<file path="config.mk">
export PLATFORM = sky130hd
export DESIGN_NAME = spr_alu
export DESIGN_NICKNAME = d
export VERILOG_FILES = /design/src/rtl/spr_alu_pkg.sv /design/src/rtl/spr_alu_core.sv /design/src/rtl/spr_alu_ctrl.sv /design/src/rtl/spr_alu_dp.sv /design/src/rtl/spr_alu.sv
export SDC_FILE = /design/constraint.sdc
export NUM_CORES = 2
export LEC_CHECK = 0
export BUFFER_PORTS_ARGS = -buffer_cell sky130_fd_sc_hd__buf_4
export CAP_MARGIN = 20
export CORE_ASPECT_RATIO = 0.7
export CORE_UTILIZATION = 39
export CTS_BUF_LIST = sky130_fd_sc_hd__clkbuf_8
export DETAILED_ROUTE_END_ITERATION = 8
export GPL_ROUTABILITY_DRIVEN = 0
export GPL_TIMING_DRIVEN = 0
export PLACE_DENSITY = 0.51
export SLEW_MARGIN = 30
export SYNTH_ARGS = -nofsm -noshare
export SYNTH_HDL_FRONTEND = slang
export SYNTH_HIERARCHICAL = 1
export SYNTH_SLANG_ARGS = --single-unit
</file>
<file path="constraint.sdc">
create_clock -name clk -period 25.3 [get_ports clk]
set_input_delay 5.06 -clock clk [delete_from_list [all_inputs] [get_ports clk]]
set_output_delay 5.06 -clock clk [all_outputs]
set_load 0.01 [all_outputs]
</file>
<file path="src/rtl/spr_alu_pkg.sv">
package spr_alu_pkg;

  localparam int OPC_W = 4;

  // Internal operation selector, dense, decoded from the sparse opcode.
  typedef enum logic [3:0] {
    SEL_MOVE = 4'd0,
    SEL_ADD  = 4'd1,
    SEL_SUB  = 4'd2,
    SEL_MUL  = 4'd3,
    SEL_XOR  = 4'd4,
    SEL_NOT  = 4'd5,
    SEL_OR   = 4'd6,
    SEL_AND  = 4'd7,
    SEL_SHL  = 4'd8,
    SEL_SHR  = 4'd9
  } aluSel_e;

  // Strobes from control to datapath.
  typedef struct packed {
    logic    wrEn;
    aluSel_e sel;
  } ctrlStrobe_t;

endpackage

</file>
<file path="src/rtl/spr_alu_core.sv">
module spr_alu_core
  import spr_alu_pkg::*;
#(
  parameter int DATA_W = 32,
  localparam int SH_W = $clog2(DATA_W)
) (
  input  aluSel_e             sel,
  input  logic [DATA_W-1:0]   lhs,
  input  logic [DATA_W-1:0]   rhs,
  output logic [DATA_W-1:0]   res
);

  logic [SH_W-1:0] shAmt;
  assign shAmt = rhs[SH_W-1:0];

  always_comb begin
    case (sel)
      SEL_MOVE: res = rhs;
      SEL_ADD:  res = lhs + rhs;
      SEL_SUB:  res = lhs - rhs;
      SEL_MUL:  res = lhs * rhs;
      SEL_XOR:  res = lhs ^ rhs;
      SEL_NOT:  res = ~rhs;
      SEL_OR:   res = lhs | rhs;
      SEL_AND:  res = lhs & rhs;
      SEL_SHL:  res = lhs << shAmt;
      SEL_SHR:  res = lhs >> shAmt;
      default:  res = rhs;
    endcase
  end

endmodule

</file>
<file path="src/rtl/spr_alu_ctrl.sv">
module spr_alu_ctrl
  import spr_alu_pkg::*;
(
  input  logic             clk,
  input  logic             rstN,
  input  logic             inValid,
  input  logic [OPC_W-1:0] opCode,
  output logic             inReady,
  output logic             errPulse,
  output ctrlStrobe_t      strobe
);

  logic    readyQ;
  logic    errQ;
  logic    accept;
  logic    legal;
  aluSel_e sel;

  assign accept = inValid & readyQ;

  // Sparse opcode map: 0..3 arithmetic, 8..13 bitwise and shift.
  always_comb begin
    legal = 1'b1;
    sel   = SEL_MOVE;
    case (opCode)
      4'd0:    sel = SEL_MOVE;
      4'd1:    sel = SEL_ADD;
      4'd2:    sel = SEL_SUB;
      4'd3:    sel = SEL_MUL;
      4'd8:    sel = SEL_XOR;
      4'd9:    sel = SEL_NOT;
      4'd10:   sel = SEL_OR;
      4'd11:   sel = SEL_AND;
      4'd12:   sel = SEL_SHL;
      4'd13:   sel = SEL_SHR;
      default: legal = 1'b0;
    endcase
  end

  always_ff @(posedge clk or negedge rstN) begin
    if (!rstN) begin
      readyQ <= 1'b0;
      errQ   <= 1'b0;
    end else begin
      readyQ <= 1'b1;
      errQ   <= accept & ~legal;
    end
  end

  assign inReady     = readyQ;
  assign errPulse    = errQ;
  assign strobe.wrEn = accept & legal;
  assign strobe.sel  = sel;

endmodule

</file>
<file path="src/rtl/spr_alu_dp.sv">
module spr_alu_dp
  import spr_alu_pkg::*;
#(
  parameter int NUM_THREADS = 4,
  parameter int SPR_COUNT   = 4,
  parameter int DATA_W      = 32,
  parameter int FIELD_W     = 16,
  localparam int THR_W = (NUM_THREADS > 1) ? $clog2(NUM_THREADS) : 1,
  localparam int IDX_W = (SPR_COUNT > 1) ? $clog2(SPR_COUNT) : 1
) (
  input  logic               clk,
  input  logic               rstN,
  input  ctrlStrobe_t        strobe,
  input  logic [THR_W-1:0]   inThread,
  input  logic [IDX_W-1:0]   inDest,
  input  logic               lhsIsReg,
  input  logic [FIELD_W-1:0] lhsField,
  input  logic               rhsIsReg,
  input  logic [FIELD_W-1:0] rhsField,
  input  logic [THR_W-1:0]   rdThread,
  input  logic [IDX_W-1:0]   rdIdx,
  output logic [DATA_W-1:0]  rdData
);

  // Write-back stage: result waits here one cycle before entering the bank.
  logic              wbValidQ;
  logic [THR_W-1:0]  wbThrQ;
  logic [IDX_W-1:0]  wbIdxQ;
  logic [DATA_W-1:0] wbDataQ;

  logic [NUM_THREADS-1:0][SPR_COUNT-1:0][DATA_W-1:0] sprAll;

  genvar t;
  generate
    for (t = 0; t < NUM_THREADS; t++) begin : g_bank
      logic [SPR_COUNT-1:0][DATA_W-1:0] bankQ;
      always_ff @(posedge clk or negedge rstN) begin
        if (!rstN) begin
          bankQ <= '0;
        end else if (wbValidQ && (wbThrQ == THR_W'(t))) begin
          bankQ[wbIdxQ] <= wbDataQ;
        end
      end
      assign sprAll[t] = bankQ;
    end
  endgenerate

  // Register read with forwarding from the pending write-back.
  function automatic logic [DATA_W-1:0] fwdRead(
    input logic [THR_W-1:0] thr,
    input logic [IDX_W-1:0] idx
  );
    if (wbValidQ && (wbThrQ == thr) && (wbIdxQ == idx)) begin
      return wbDataQ;
    end
    return sprAll[thr][idx];
  endfunction

  logic [DATA_W-1:0] lhsVal;
  logic [DATA_W-1:0] rhsVal;
  logic [DATA_W-1:0] aluRes;

  always_comb begin
    lhsVal = lhsIsReg ? fwdRead(inThread, lhsField[IDX_W-1:0]) : DATA_W'(lhsField);
    rhsVal = rhsIsReg ? fwdRead(inThread, rhsField[IDX_W-1:0]) : DATA_W'(rhsField);
    rdData = fwdRead(rdThread, rdIdx);
  end

  spr_alu_core #(.DATA_W(DATA_W)) core_i (
    .sel (strobe.sel),
    .lhs (lhsVal),
    .rhs (rhsVal),
    .res (aluRes)
  );

  always_ff @(posedge clk or negedge rstN) begin
    if (!rstN) begin
      wbValidQ <= 1'b0;
      wbThrQ   <= '0;
      wbIdxQ   <= '0;
      wbDataQ  <= '0;
    end else begin
      wbValidQ <= strobe.wrEn;
      if (strobe.wrEn) begin
        wbThrQ  <= inThread;
        wbIdxQ  <= inDest;
        wbDataQ <= aluRes;
      end
    end
  end

endmodule

</file>
<file path="src/rtl/spr_alu.sv">
module spr_alu
  import spr_alu_pkg::*;
#(
  parameter int NUM_THREADS = 4,
  parameter int SPR_COUNT   = 4,
  parameter int DATA_W      = 32,
  parameter int FIELD_W     = 16,
  localparam int THR_W = (NUM_THREADS > 1) ? $clog2(NUM_THREADS) : 1,
  localparam int IDX_W = (SPR_COUNT > 1) ? $clog2(SPR_COUNT) : 1
) (
  input  logic               clk,
  input  logic               rstN,
  input  logic               inValid,
  output logic               inReady,
  input  logic [THR_W-1:0]   inThread,
  input  logic [IDX_W-1:0]   inDest,
  input  logic [OPC_W-1:0]   opCode,
  input  logic               lhsIsReg,
  input  logic [FIELD_W-1:0] lhsField,
  input  logic               rhsIsReg,
  input  logic [FIELD_W-1:0] rhsField,
  output logic               errPulse,
  input  logic [THR_W-1:0]   rdThread,
  input  logic [IDX_W-1:0]   rdIdx,
  output logic [DATA_W-1:0]  rdData
);

  ctrlStrobe_t strobe;

  spr_alu_ctrl ctrl_i (
    .clk      (clk),
    .rstN     (rstN),
    .inValid  (inValid),
    .opCode   (opCode),
    .inReady  (inReady),
    .errPulse (errPulse),
    .strobe   (strobe)
  );

  spr_alu_dp #(
    .NUM_THREADS (NUM_THREADS),
    .SPR_COUNT   (SPR_COUNT),
    .DATA_W      (DATA_W),
    .FIELD_W     (FIELD_W)
  ) dp_i (
    .clk      (clk),
    .rstN     (rstN),
    .strobe   (strobe),
    .inThread (inThread),
    .inDest   (inDest),
    .lhsIsReg (lhsIsReg),
    .lhsField (lhsField),
    .rhsIsReg (rhsIsReg),
    .rhsField (rhsField),
    .rdThread (rdThread),
    .rdIdx    (rdIdx),
    .rdData   (rdData)
  );

endmodule

</file>
==> impl_metrics.csv <==
group,metric,value,unit
status,outcome,"finished, violations left",
status,violations,"DRC",
sta,min_period,17.50,ns
critical_path,cp_top_family,"adder cells",
floorplan,placementRows,112,
layout,num-fill-cells,13000,
floorplan,die_w,442,um
yosys,ys_seq_area_share,26.1,%
yosys,synth_cell_types,84,
clock_tree,holdBufCountCts,0,
yosys,synthCells,4986,
floorplan,die_area,137000,um^2
floorplan,core,134000,um^2
clock_tree,worstSkewPairLatency,0.75,ns
grt,antenna_found_initial,12,
placement,post_dp_cell_area,55900,um^2
floorplan,ios,83,
critical_path,path_class,"in2reg",
power,powerDensity,121,nW/um^2
critical_path,cp-start-kind,"input port",
yosys,ys_async_sr_fraction,100,%
floorplan,die_h,310,um
routing,drtIter0Drc,6149,
sta,tns,0,ns
routing,firstDrtPassIters,9,
grt,first_global_vias,43300,
yosys,synthTopCellsByArea,"dfrtp_1, fa_1, mux2_2, mux4_2, ha_1",
layout,syn_to_final_growth,9.03,%
job,drv_cap,0,
yosys,synth_common_cells,"mux2_2, dfrtp_1, nor2_1",
clock_tree,post_cts_buffers,0,
sta,tightestPinTransition,1.23,ns
critical_path,path_common_cell,"fa_1",
yosys,synth_edf_count,0,
yosys,yosysTopAreaCellShare,26.1,%
grt,grt_start_max_net_pins,83,
power,vdd_drop_max,166,uV
critical_path,max_stage_delay,0.72,ns
yosys,ys.flop_type,"dfrtp_1",
critical_path,cpMaxStageDelayCell,"buf_1",
layout,final_cell_area,57600,um^2
grt,grt_usage,33.3,%
sta,rsz0062_at_grt,"false",
clock_tree,h-tree-depth,3,
sta,setup_viol,0,
clock_tree,clk_pin_slew_worst_paths,0.07,ns
yosys,yosys_warnings,6,
critical_path,crit_arrival,18.13,ns
routing,routed_wl,229,mm
layout,final_net_count,5834,
sta,fin_worst_skew,0.0336,ns
sta,setup_ws,7.80,ns
sta,report.final.slew_viol_count,0,
placement,port_buffers,78,
placement,dp_hpwl,182,mm
critical_path,worst-path-buf-inv,10,
clock_tree,clk_path_buf_depth,3,
floorplan,start_util,39.5,%
yosys,synth_top_cell_by_area,"dfrtp_1",
layout,drive_gt1_share,23.6,%
clock_tree,tritoncts,"yes",
routing,via_per_inst,6.32,
routing,dr_total_vias,44200,
critical_path,crit_fanout,10,
critical_path,worstSetupEndpointType,"flop",
routing,wl_per_cell,32.7,um
hold_path,hold_class,"reg2reg",
routing,drc,261,
power,leakage,26.3,nW
sta,max_freq,0.0571,GHz
routing,drtAntennaViolNets,0,
clock_tree,cts_buffers,82,
clock_tree,cts_resized,0,
clock_tree,clkSinkCount,551,
yosys,synth_area,52800,um^2
layout,fin_util,43.0,%
sta,hold_viol_final,0,
grt,grt_pass1_wl,325,mm
yosys,syn_area_per_cell,10.6,um^2
critical_path,critPathRequiredTime,25.93,ns
placement,place_ws,7.62,ns
sta,slew_headroom,17.9,%
yosys,ys_ff_latch,551,
sta,min_period_over_period,69.2,%
clock_tree,root_buffer,"clkbuf_8",
yosys,syn-num-nets,5664,
power,p_total,6.94,mW
yosys,yosysMostFrequentCell,"mux2_2",
grt,grt_overflow,0,
logic make-up (layout without fill, tap and decap cells):
group                      Yosys count  count (layout)  share of synthesized area (%)
adders and majority gates          629             629                           20.7
other                                1              11                        0.00710
AOI/OAI and AO/OA                  782             782                           10.2
buffers and inverters              901            1130                           6.68
and+or+nand+nor                   1045            1045                           8.34
DFF                                551             551                           26.1
xor gates and xnor gates           144             144                           2.39
muxes                              933             933                           25.6
path summary, 6_finish.rpt:
kind                                           from                  endpoint  slack, ns  cells after the start
min reg2reg                dp_i/g_bank[3].bankQ[28]  dp_i/g_bank[3].bankQ[28]       0.51                      1
max reg2reg                          dp_i/wbThrQ[0]          dp_i/wbDataQ[24]      12.23                     35
max                                     inThread[1]          dp_i/wbDataQ[24]       7.80                     36
min in group asynchronous                      rstN  dp_i/g_bank[2].bankQ[91]       4.30                      1
max in group asynchronous                      rstN  dp_i/g_bank[2].bankQ[37]      18.99                      5
min                        dp_i/g_bank[3].bankQ[28]  dp_i/g_bank[3].bankQ[28]       0.51                      1
report_power, final:
part / leakage [nW] / switching (mW) / total, mW / internal, mW
sequential: 7.39 / 0.206 / 1.39 / 1.18
combinational: 18.0 / 3.03 / 4.78 / 1.75
clock: 0.955 / 0.390 / 0.773 / 0.383
layout make-up:
cell class	count	area [um^2]	area share [%]
Multi-Input combinational cell	3534	35600	61.7
Sequential cell	551	13800	23.9
Tap cell	1767	2210	3.84
Buffer	433	1820	3.17
Inverter	468	1760	3.05
Clock buffer	101	1390	2.41
Timing Repair Buffer	86	797	1.38
Clock inverter	42	258	0.447
Antenna cell	10	25.0	0.0434
state kept, by name, indices dropped and copies added (netlist names):
| register | flops |
|---|---|
| dp_i/wbValidQ | 1 |
| dp_i/wbIdxQ | 2 |
| dp_i/wbDataQ | 32 |
| dp_i/wbThrQ | 2 |
| dp_i/g_bank.bankQ | 512 |
| ctrl_i/errPulse | 1 |
| ctrl_i/inReady | 1 |
routing by layer:
layer	vias to the layer above	track usage [%]	wire length, um
li1	17800	-	-
met4	24	10.2	8190
met5	-	1.55	609
met2	2917	43.3	86000
met1	23000	48.0	100000
met3	486	15.5	33800
worst reg2reg max path, delay by kind of cell, from the launching register on:
family | cells | cell delay [ns]
AO/OA/AOI/OAI | 11 | 4.12
XOR/XNOR | 2 | 0.40
adder cells (fa/ha/maj) | 9 | 4.05
buffers and inverters | 9 | 3.01
flip-flops | 1 | 0.40
multiplexers | 1 | 0.31
AND/OR/NAND/NOR | 3 | 0.69
layout by cell type (no fill, tap or decap), drive strengths merged, types with 24 or more instances in the layout:
master / count
mux2: 594
nand2: 416
inv: 485
clkbuf: 398
mux4: 274
buf: 222
ha: 220
o22ai: 24
xor2: 32
a22oi: 197
dfrtp: 551
xnor2: 112
a21oi: 161
nor2b: 44
mux2i: 65
nor2: 450
a221oi: 28
a22o: 33
a221o: 39
o21ai: 127
fa: 409
metrics by stage:
step                hold slack, ns  cells
global placement             0.487   6831
CTS                          0.513   6981
finish                       0.512   6992
floorplan                    0.470   4986
detailed placement           0.498   6838
global route                 0.532   6982
Note: power is estimated with default switching activity, not from simulation.
